**config.mk**
```make
export PLATFORM = sky130hd
export DESIGN_NAME = gpio_irq_sense
export DESIGN_NICKNAME = d
export VERILOG_FILES = /design/src/rtl/gis_pkg.sv /design/src/rtl/gis_pin_detect.sv /design/src/rtl/gis_cfg.sv /design/src/rtl/gis_status.sv /design/src/rtl/gpio_irq_sense.sv
export SDC_FILE = /design/constraint.sdc
export NUM_CORES = 1
export LEC_CHECK = 0
export BUFFER_PORTS_ARGS = -buffer_cell sky130_fd_sc_hd__buf_2
export CAP_MARGIN = 0
export CELL_PAD_IN_SITES_DETAIL_PLACEMENT = 0
export CELL_PAD_IN_SITES_GLOBAL_PLACEMENT = 1
export CORE_MARGIN = 10
export CORE_UTILIZATION = 47
export DETAILED_ROUTE_END_ITERATION = 8
export GPL_TIMING_DRIVEN = 0
export PLACE_DENSITY = 0.91
export SLEW_MARGIN = 40
export SYNTH_ARGS = -nofsm -noshare
export SYNTH_HDL_FRONTEND = slang
export SYNTH_HIERARCHICAL = 1
export SYNTH_SLANG_ARGS = --single-unit
```
**constraint.sdc**
```tcl
create_clock -name clk -period 2.7 [get_ports clk]
set_input_delay 0.54 -clock clk [delete_from_list [all_inputs] [get_ports clk]]
set_output_delay 0.54 -clock clk [all_outputs]
set_load 0.01 [all_outputs]
```
**src/rtl/gis_pkg.sv**
```systemverilog
// Shared constants for the GPIO interrupt sense unit.
// Assumes byte addressing with 32-bit registers.
package gis_pkg;
    localparam int unsigned REG_W  = 32;
    localparam int unsigned MODE_W = 4;
    localparam int unsigned TRIG_W = 3;

    localparam int unsigned OFS_DETEN   = 32'h14;
    localparam int unsigned OFS_UNMASK  = 32'h18;
    localparam int unsigned OFS_MASK    = 32'h1C;
    localparam int unsigned OFS_RAW     = 32'h20;
    localparam int unsigned OFS_PEND    = 32'h24;
    localparam int unsigned OFS_CLR     = 32'h28;
    localparam int unsigned OFS_MODE0   = 32'h40;

    typedef enum logic [TRIG_W-1:0] {
        TRIG_RISE = 3'd0,
        TRIG_FALL = 3'd1,
        TRIG_HIGH = 3'd2,
        TRIG_LOW  = 3'd3,
        TRIG_BOTH = 3'd4
    } trig_e;
endpackage

```
**src/rtl/gis_pin_detect.sv**
```systemverilog
// Per-pin trigger detector: compares the current pin level with the level
// held from the previous clock and flags an event when the selected condition
// holds and detection is enabled. Assumes pin_i is synchronous to clk.
module gis_pin_detect
    import gis_pkg::*;
(
    input  logic              clk,
    input  logic              rst_n,
    input  logic              pin_i,
    input  logic              enable_i,
    input  logic [TRIG_W-1:0] trig_i,
    output logic              event_o
);
    logic pin_q;
    logic hit;

    // Hold the pin level seen at the previous edge.
    always_ff @(posedge clk) begin
        if (!rst_n) pin_q <= 1'b0;
        else        pin_q <= pin_i;
    end

    // Evaluate the selected trigger condition.
    always_comb begin
        case (trig_i)
            TRIG_RISE: hit = pin_i & ~pin_q;
            TRIG_FALL: hit = ~pin_i & pin_q;
            TRIG_HIGH: hit = pin_i;
            TRIG_LOW:  hit = ~pin_i;
            TRIG_BOTH: hit = pin_i ^ pin_q;
            default:   hit = 1'b0;
        endcase
    end

    assign event_o = enable_i & hit;
endmodule

```
**src/rtl/gis_cfg.sv**
```systemverilog
// Register decode and configuration storage: detection enables, trigger code
// words, and write-one strobes for unmask, mask and clear. Assumes one write
// per asserted bus_wr cycle; addresses outside the map are ignored.
module gis_cfg
    import gis_pkg::*;
#(
    parameter int unsigned NPINS      = 32,
    parameter int unsigned ADDR_W     = 8,
    parameter int unsigned NMODE_REGS = 4
) (
    input  logic                                clk,
    input  logic                                rst_n,
    input  logic                                wr_i,
    input  logic [ADDR_W-1:0]                   addr_i,
    input  logic [REG_W-1:0]                    wdata_i,
    output logic [NPINS-1:0]                    det_en_o,
    output logic [NPINS-1:0]                    unmask_set_o,
    output logic [NPINS-1:0]                    unmask_clr_o,
    output logic [NPINS-1:0]                    clr_o,
    output logic [NMODE_REGS-1:0][REG_W-1:0]    mode_o
);
    logic [NPINS-1:0] wbits;
    assign wbits = wdata_i[NPINS-1:0];

    // Write-one strobes, active only during their own write cycle.
    always_comb begin
        unmask_set_o = (wr_i && addr_i == ADDR_W'(OFS_UNMASK)) ? wbits : '0;
        unmask_clr_o = (wr_i && addr_i == ADDR_W'(OFS_MASK))   ? wbits : '0;
        clr_o        = (wr_i && addr_i == ADDR_W'(OFS_CLR))    ? wbits : '0;
    end

    // Detection-enable word.
    always_ff @(posedge clk) begin
        if (!rst_n)                                    det_en_o <= '0;
        else if (wr_i && addr_i == ADDR_W'(OFS_DETEN)) det_en_o <= wbits;
    end

    // One trigger-code word per group of pins.
    for (genvar k = 0; k < NMODE_REGS; k++) begin : g_mode
        always_ff @(posedge clk) begin
            if (!rst_n)
                mode_o[k] <= '0;
            else if (wr_i && addr_i == ADDR_W'(OFS_MODE0 + 4 * k))
                mode_o[k] <= wdata_i;
        end
    end
endmodule

```
**src/rtl/gis_status.sv**
```systemverilog
// Raw event latch and unmask state. A new event takes priority over a clear
// of the same bit; a set-unmask takes priority over a mask. Assumes the
// strobes come from gis_cfg and last one cycle.
module gis_status #(
    parameter int unsigned NPINS = 32
) (
    input  logic             clk,
    input  logic             rst_n,
    input  logic [NPINS-1:0] event_i,
    input  logic [NPINS-1:0] clr_i,
    input  logic [NPINS-1:0] unmask_set_i,
    input  logic [NPINS-1:0] unmask_clr_i,
    output logic [NPINS-1:0] raw_o,
    output logic [NPINS-1:0] unmask_o,
    output logic [NPINS-1:0] pend_o
);
    // Latch events; clear only where no fresh event arrives.
    always_ff @(posedge clk) begin
        if (!rst_n) raw_o <= '0;
        else        raw_o <= (raw_o & ~clr_i) | event_i;
    end

    // Track which pins may raise a request.
    always_ff @(posedge clk) begin
        if (!rst_n) unmask_o <= '0;
        else        unmask_o <= (unmask_o & ~unmask_clr_i) | unmask_set_i;
    end

    assign pend_o = raw_o & unmask_o;


    clear_takes_chk: assert property (@(posedge clk) disable iff (!rst_n)
        |(clr_i & ~event_i) |=> ((raw_o & $past(clr_i & ~event_i)) == '0));

    event_wins_chk: assert property (@(posedge clk) disable iff (!rst_n)
        |event_i |=> ((raw_o & $past(event_i)) == $past(event_i)));

    unmask_set_chk: assert property (@(posedge clk) disable iff (!rst_n)
        |unmask_set_i |=> ((unmask_o & $past(unmask_set_i)) == $past(unmask_set_i)));

    mask_set_chk: assert property (@(posedge clk) disable iff (!rst_n)
        |unmask_clr_i |=> ((unmask_o & $past(unmask_clr_i & ~unmask_set_i)) == '0));
endmodule

```
**src/rtl/gpio_irq_sense.sv**
```systemverilog
// Top of the GPIO interrupt sense unit: per-pin detectors, configuration,
// status latch, read multiplexer and the two half-port request lines.
// Assumes pins are synchronous to clk and NPINS is a multiple of 8, at most 32.
module gpio_irq_sense
    import gis_pkg::*;
#(
    parameter int unsigned NPINS  = 32,
    parameter int unsigned ADDR_W = 8
) (
    input  logic              clk,
    input  logic              rst_n,
    input  logic [NPINS-1:0]  pins_i,
    input  logic [ADDR_W-1:0] bus_addr_i,
    input  logic [REG_W-1:0]  bus_wdata_i,
    input  logic              bus_wr_i,
    output logic [REG_W-1:0]  bus_rdata_o,
    output logic              irq_lo_o,
    output logic              irq_hi_o
);
    localparam int unsigned PINS_PER_REG = REG_W / MODE_W;
    localparam int unsigned NMODE_REGS   = (NPINS + PINS_PER_REG - 1) / PINS_PER_REG;
    localparam int unsigned HALF         = NPINS / 2;

    logic [NPINS-1:0]                 det_en, unmask_set, unmask_clr, clr;
    logic [NPINS-1:0]                 events, raw, unmask, pend;
    logic [NMODE_REGS-1:0][REG_W-1:0] mode_regs;

    gis_cfg #(.NPINS(NPINS), .ADDR_W(ADDR_W), .NMODE_REGS(NMODE_REGS)) u_cfg (
        .clk(clk), .rst_n(rst_n), .wr_i(bus_wr_i), .addr_i(bus_addr_i),
        .wdata_i(bus_wdata_i), .det_en_o(det_en), .unmask_set_o(unmask_set),
        .unmask_clr_o(unmask_clr), .clr_o(clr), .mode_o(mode_regs)
    );

    for (genvar n = 0; n < NPINS; n++) begin : g_pin
        gis_pin_detect u_det (
            .clk(clk), .rst_n(rst_n), .pin_i(pins_i[n]), .enable_i(det_en[n]),
            .trig_i(mode_regs[n / PINS_PER_REG][(n % PINS_PER_REG) * MODE_W +: TRIG_W]),
            .event_o(events[n])
        );
    end

    gis_status #(.NPINS(NPINS)) u_status (
        .clk(clk), .rst_n(rst_n), .event_i(events), .clr_i(clr),
        .unmask_set_i(unmask_set), .unmask_clr_i(unmask_clr),
        .raw_o(raw), .unmask_o(unmask), .pend_o(pend)
    );

    // Return the register selected by the bus address.
    always_comb begin
        bus_rdata_o = '0;
        if (bus_addr_i == ADDR_W'(OFS_DETEN)) bus_rdata_o = REG_W'(det_en);
        if (bus_addr_i == ADDR_W'(OFS_MASK))  bus_rdata_o = REG_W'(unmask);
        if (bus_addr_i == ADDR_W'(OFS_RAW))   bus_rdata_o = REG_W'(raw);
        if (bus_addr_i == ADDR_W'(OFS_PEND))  bus_rdata_o = REG_W'(pend);
        for (int k = 0; k < NMODE_REGS; k++) begin
            if (bus_addr_i == ADDR_W'(OFS_MODE0 + 4 * k)) bus_rdata_o = mode_regs[k];
        end
    end

    assign irq_lo_o = |pend[HALF-1:0];
    assign irq_hi_o = |pend[NPINS-1:HALF];


    rise_only_enabled_chk: assert property (@(posedge clk) disable iff (!rst_n)
        ((raw & ~$past(raw) & ~$past(det_en)) == '0));
endmodule

```
==> run_results.csv, run 1 <==
group,metric,value,unit
run_status,status,"finished, violations left",
run_status,violations,"setup timing",
setup_path,cp.required,2.16,ns
power,p_int,0.00639,W
synth,synth_warnings,6,
synth,syn-instance-count,1748,
power,comb_power_share,0.090,
sta,setup_viol,2,
synth,postSynthAreaPerCell,8.89,sq um
route,firstDrtPassIters,6,
setup_path,path_class,"input port to output port",
route,ant_nets,0,
synth,synthXorXnorAreaFrac,0.0180,
die,io-pin-count,109,
worst_hold_path,min_path_type,"input port to flop",
global_route,grt_overflow,0,
setup_path,slowest_stage,"or4b_4",
power,power.density,476,nW/um^2
sta,slew_viol_final,0,
power,max-vdd-ir-drop,0.000494,V
sta,finClkSkew,0.00955,ns
sta,period_share,1.02,
synth,postSynthNetCount,1887,
synth,yosys.cell_types.count,49,
synth,synth_top_area_frac,0.330,
global_route,grt_pass1_wl,88900,microns
synth,yosys.area_share.simple,0.283,
layout,nets,2041,
route,first_iter_violations,1622,
die,rows,66,
sta,fmax,364,MHz
setup_path,worstPathArrival,2.21,ns
sta,setup_ws,-0.0469,ns
place,gp_congestion,1.02,
clocking,cts_max_level,1,
power,swShare,0.258,
clocking,cts_buffers,30,
synth,synth_ff_type,"dfxtp_1",
die,dieHeight,202,microns
layout,regArea,5130,sq um
die,die_w,202,microns
power,clockPowerShare,0.466,
layout,final.fill_count,3030,
setup_path,cp-end-kind,"output port",
power,leakage,8.34,nW
place,dp_slack,-0.735,ns
sta,grt_setup_unrepaired,"yes",
route,vias,14400,
clocking,cts_tree,"yes",
synth,ys_seq_area_frac,0.330,
route,wl_per_cell,25.5,microns
clocking,clk_latency,0.57,ns
setup_path,path_max_fanout,13,
sta,hold_viol,0,
die,die_area,40700,sq um
layout,syn_to_final_growth,16.4,%
place,dpl.hpwl,43700,microns
run,maxCapViolations,0,
synth,synth_fa_ha_area_frac,0.0516,
synth,ys_seq_elements,256,
route,routed_wl,60300,microns
die,core_area,32500,sq um
setup_path,crit_path_start_kind,"input port",
synth,synth_mux_area_frac,0.153,
global_route,grt_pass1_vias,14000,
layout,layout_commonest_cell,"dfxtp_1",
synth,synth_top_family_by_area,"simple AND/OR/NAND/NOR gates",
synth,synth-async-reset-ratio,0,
sta,slew_headroom,0.449,
synth,synth_area,15500,sq um
layout,multiInputGateArea,9790,sq um
place,place.port_buffers,108,
global_route,antenna_found_initial,3,
sta,tns,-0.0843,ns
global_route,grt_usage,0.282,
synth,synthTopCellsByArea,"dfxtp_1 33%, mux2i_1 15%, and2_1 6.5%",
die,start_util,0.477,
setup_path,worst-r2r-setup-slack,1.21,ns
clocking,root_buffer,"clkbuf_16",
layout,finish.utilization,0.556,
clocking,clock_sinks,256,
clocking,cts_max_path_buffers,3,
layout,final_cell_mix,"250 x dfxtp_1, 238 x mux2i_1, 223 x nand2_1",
route,drt-vias-per-instance,6.10,
sta,fin_crit,2.75,ns
setup_path,critical_path.cell_chain,"buf_4 > or4b_4 > buf_8 > nor3_2 > o221ai_1 > o22ai_1 > buf_2",
setup_path,worst-path-buf-inv,3,
route,drc_errors,0,
layout,drive_gt1_frac,0.165,
setup_path,critPathTopFamily,"simple AND/OR/NAND/NOR gates",
synth,synth_top_cell_by_area,"dfxtp_1",
setup_path,crit_path_max_incr_delay,0.54,ns
power,seq_power_share,0.444,
synth,synth-compound-area-share,0.114,
synth,synth_edf_count,0,
global_route,grt_max_degree,37,
power,power_switching,0.00223,W
clocking,clk_pin_slew,0.06,ns
sta,tightest_slew,0.827,ns
[stage by stage]
step	area (sq um)	power, W	hold slack, ns	cells
floorplan	15500	0.00427	0.438	1748
global placement	16600	0.00460	0.445	2298
detailed placement	16600	0.00462	0.452	2298
CTS	17900	0.00860	0.226	2360
global route	18100	0.00881	0.247	2364
finish	18100	0.00862	0.235	2365
[logic make-up after synthesis]
| kind of cell | count (synthesis) |
|---|---|
| DFF | 256 |
| buffers and inverters | 177 |
| AOI/OAI and AO/OA | 235 |
| muxes | 238 |
| adders and majority gates | 64 |
| and+or+nand+nor | 746 |
| xor gates and xnor gates | 32 |
[per-layer routing]
metal  wire length, microns  global-route usage  vias to the layer above
met4                   2670               0.113                        2
met2                  27000               0.451                      775
met5                     14                   0                        -
li1                       -                   -                     6493
met1                  24900               0.367                     7006
met3                   5700              0.0513                      157
[final timing paths]
check	startpoint	endpoint	cells after the start
setup / recovery	bus_addr_i[6]	bus_rdata_o[29]	7
hold / removal	pins_i[9]	g_pin[9].u_det/pin_q	2
setup reg to reg	u_cfg/mode_o[24]	u_status/raw_o[6]	4
hold reg to reg	u_cfg/mode_o[47]	u_cfg/mode_o[47]	2
[cells in the mapped netlist, types with 2 or more instances]
| master | instances |
|---|---|
| nand4b_1 | 24 |
| dfxtp_1 | 256 |
| inv_1 | 65 |
| o22ai_1 | 4 |
| nor2_1 | 13 |
| nand3_1 | 29 |
| buf_2 | 34 |
| clkbuf_1 | 63 |
| nor4b_2 | 5 |
| ha_1 | 64 |
| buf_1 | 3 |
| o21ai_1 | 28 |
| o211ai_1 | 30 |
| a22o_1 | 3 |
| a221o_1 | 22 |
| nand4_1 | 24 |
| a22oi_1 | 5 |
| mux2i_1 | 238 |
| nor2b_1 | 69 |
| buf_4 | 5 |
| and4b_1 | 2 |
| nor3_1 | 41 |
| nor4_1 | 9 |
| nand2_1 | 224 |
| nor4b_1 | 33 |
| and2_1 | 162 |
| a21oi_1 | 33 |
| nor3b_1 | 33 |
| buf_6 | 7 |
| o31a_2 | 32 |
| nand3b_1 | 24 |
| xnor2_1 | 32 |
| and3b_1 | 44 |
| nor4bb_1 | 2 |
| o21a_1 | 65 |
| o221ai_1 | 8 |
[cell type report]
| type | instances | share of cell area |
|---|---|---|
| diodes | 1 | 0.000138 |
| clock inverters | 4 | 0.00131 |
| repair buffers | 124 | 0.0385 |
| inverters | 65 | 0.0135 |
| well taps | 442 | 0.0306 |
| clock buffers | 48 | 0.0514 |
| flip-flops and latches | 256 | 0.284 |
| multi-input cells | 1315 | 0.542 |
| plain buffers | 110 | 0.0392 |
[registers in the layout, indices dropped and copies added, names as in the netlist]
name               count
u_cfg/det_en_o        32
u_cfg/mode_o         128
g_pin.u_det/pin_q     32
u_status/raw_o        32
u_status/unmask_o     32
[power groups by stage]
stage	clock network (W)	registers (W)	logic, W
after floorplan	0	0.00390	0.000370
after global placement	0	0.00391	0.000691
after detailed placement	0	0.00391	0.000709
after CTS	0.00403	0.00383	0.000750
after global routing	0.00416	0.00383	0.000821
final	0.00401	0.00383	0.000780
[worst register-to-register path, delay by kind of cell (launching register included)]
kind               cells  cell delay [ns]
AOI/OAI and AO/OA      2             0.55
and+or+nand+nor        1             0.07
muxes                  1             0.24
DFF                    1             0.53
[repair_timing]
action,4_1_cts,5_1_grt
endpoints found under the setup margin,32,31
resized for setup,94,48
pin swaps,12,23
hold buffers,0,0
gates cloned,1,0
buffers inserted,11,4
Note: power is estimated with default switching activity, not from simulation.
==> run 2: changes to the inputs <==
--- a/config.mk
+++ b/config.mk
@@ -10,10 +10,10 @@
 export CELL_PAD_IN_SITES_DETAIL_PLACEMENT = 0
 export CELL_PAD_IN_SITES_GLOBAL_PLACEMENT = 1
 export CORE_MARGIN = 10
-export CORE_UTILIZATION = 47
+export CORE_UTILIZATION = 27
 export DETAILED_ROUTE_END_ITERATION = 8
 export GPL_TIMING_DRIVEN = 0
-export PLACE_DENSITY = 0.91
+export PLACE_DENSITY = 0.62
 export SLEW_MARGIN = 40
 export SYNTH_ARGS = -nofsm -noshare
 export SYNTH_HDL_FRONTEND = slang
==> run 2 against run 1 <==
The flow now finishes without violations. Combinational power is 3.6% higher. Sequential power about the same. Cell count increased by 14%. Worst hold slack improved by 0.023 ns.
==> run_results.csv, run 2 (synthesis results as in run 1) <==
group,metric,value,unit
run_status,status,"finished clean",
sta,fmax,372,MHz
sta,hold_viol,0,
clocking,cts_buffers,34,
route,wl_per_cell,25.2,microns
setup_path,crit_path_start_kind,"input port",
route,first_iter_violations,1266,
setup_path,critical_path.cell_chain,"buf_12 > or4b_4 > buf_12 > nor3_4 > o221ai_2 > o22ai_2 > buf_2",
route,firstDrtPassIters,5,
global_route,grt_pass1_wl,96900,microns
power,leakage,8.55,nW
power,clockPowerShare,0.503,
global_route,grt_usage,0.195,
power,p_int,0.00696,W
die,core_area,56700,sq um
die,die_w,260,microns
die,start_util,0.274,
layout,layout_commonest_cell,"dfxtp_1",
layout,largest_reg_flops,128,
route,drc_errors,0,
power,seq_power_share,0.410,
global_route,grt_max_degree,37,
power,power.density,493,nW/um^2
power,max-vdd-ir-drop,0.000382,V
clocking,clk_latency,0.55,ns
die,die_area,67500,sq um
clocking,clk_pin_slew,0.06,ns
place,placedCellCount,2613,
clocking,clock_sinks,256,
clocking,root_buffer,"clkbuf_16",
sta,finClkSkew,0.0155,ns
sta,setup_viol,0,
layout,final_cell_mix,"244 x dfxtp_1, 237 x mux2i_1, 223 x nand2_1",
setup_path,cp.required,2.16,ns
setup_path,slowest_stage,"or4b_4",
route,drt-vias-per-instance,5.23,
worst_hold_path,min_path_type,"input port to flop",
power,power_switching,0.00236,W
place,place.port_buffers,108,
sta,tightest_slew,0.923,ns
power,comb_power_share,0.087,
layout,max_flop_register,"u_cfg/mode_o",
die,io-pin-count,109,
sta,grt_setup_unrepaired,"yes",
power,swShare,0.253,
route,ant_nets,0,
sta,slew_viol_final,0,
sta,period_share,0.996,
layout,instances_no_fill,2695,
place,dpl.hpwl,50600,microns
setup_path,path_max_fanout,10,
setup_path,r2r_cells,4,
setup_path,crit_top_cell,"buf_12",
die,rows,87,
global_route,antenna_found_initial,5,
route,vias,14100,
setup_path,worstPathArrival,2.15,ns
global_route,grt_overflow,0,
setup_path,crit_path_max_incr_delay,0.58,ns
setup_path,cp-end-kind,"output port",
clocking,cts_max_level,2,
clocking,cts_tree,"yes",
layout,drive_gt1_frac,0.184,
layout,syn_to_final_growth,21.8,%
route,routed_wl,68000,microns
clocking,cts_max_path_buffers,3,
worst_hold_path,whs_path_depth,2,
sta,fin_crit,2.69,ns
die,dieHeight,260,microns
setup_path,path_class,"input port to output port",
layout,nets,2050,
global_route,grt_pass1_vias,13800,
sta,slew_headroom,0.385,
run,maxCapViolations,0,
layout,finish.utilization,0.334,
place,gp_congestion,0.943,
[run 2: cell type report]
cell class                 instances  area (sq um)
antenna                            4          10.0
buffer                           110           756
clock buffer                      57          1110
clock inverter                     3          40.0
fill                            5837         37800
inverter                          65           244
multi-input combinational       1315          9890
sequential                       256          5140
tap                              756           946
timing repair buffer             129           783
[run 2: worst paths after layout]
kind                    startpoint                     to  slack (ns)
setup reg to reg  u_cfg/mode_o[24]      u_status/raw_o[6]        1.19
hold reg to reg   u_cfg/mode_o[19]       u_cfg/mode_o[19]        0.46
setup / recovery     bus_addr_i[5]        bus_rdata_o[28]        0.01
hold / removal          pins_i[12]  g_pin[12].u_det/pin_q        0.26
[run 2: routing by layer]
| metal | part of all wire | GRT usage | vias to the layer above |
|---|---|---|---|
| met1 | 0.44 | 0.259 | 6951 |
| met3 | 0.072 | 0.0390 | 109 |
| li1 | - | - | 6515 |
| met5 | 0.00019 | 0 | - |
| met4 | 0.037 | 0.0754 | 2 |
| met2 | 0.45 | 0.307 | 506 |
[run 2: timing repair]
item                                   in CTS  in global routing
pin swaps                                  16                 36
setup endpoints to repair                  32                 33
endpoints found under the hold margin       0                  0
cloned                                      1                  0
resized for setup                         113                 67
setup buffers                              13                  6
hold buffers                                0                  0
[run 2: power groups by stage]
stage | Combinational, W | Sequential, W | Clock [W]
2_1_floorplan | 0.000370 | 0.00390 | 0
3_3_place_gp | 0.000726 | 0.00391 | 0
3_5_place_dp | 0.000740 | 0.00391 | 0
4_1_cts | 0.000783 | 0.00383 | 0.00478
5_1_grt | 0.000863 | 0.00383 | 0.00493
6_report | 0.000808 | 0.00383 | 0.00469
[run 2: metrics by stage]
| step | setup TNS, ns | setup slack [ns] | hold WS (ns) | instance area, sq um | power, W |
|---|---|---|---|---|---|
| after floorplan | 0 | 0.356 | 0.438 | 15500 | 0.00427 |
| after global routing | -0.143 | -0.0524 | 0.258 | 18900 | 0.00962 |
| after global placement | -62.10 | -0.968 | 0.446 | 17000 | 0.00463 |
| after CTS | 0 | 0.00329 | 0.234 | 18600 | 0.00939 |
| after detailed placement | -21.55 | -0.782 | 0.453 | 17000 | 0.00465 |
| final | 0 | 0.0116 | 0.258 | 18900 | 0.00933 |
[run 2: critical path, delay by kind of cell]
family                 cells  cell delay (ns)
buffers and inverters      3             0.48
and+or+nand+nor            2             0.77
AOI/OAI and AO/OA          2             0.35
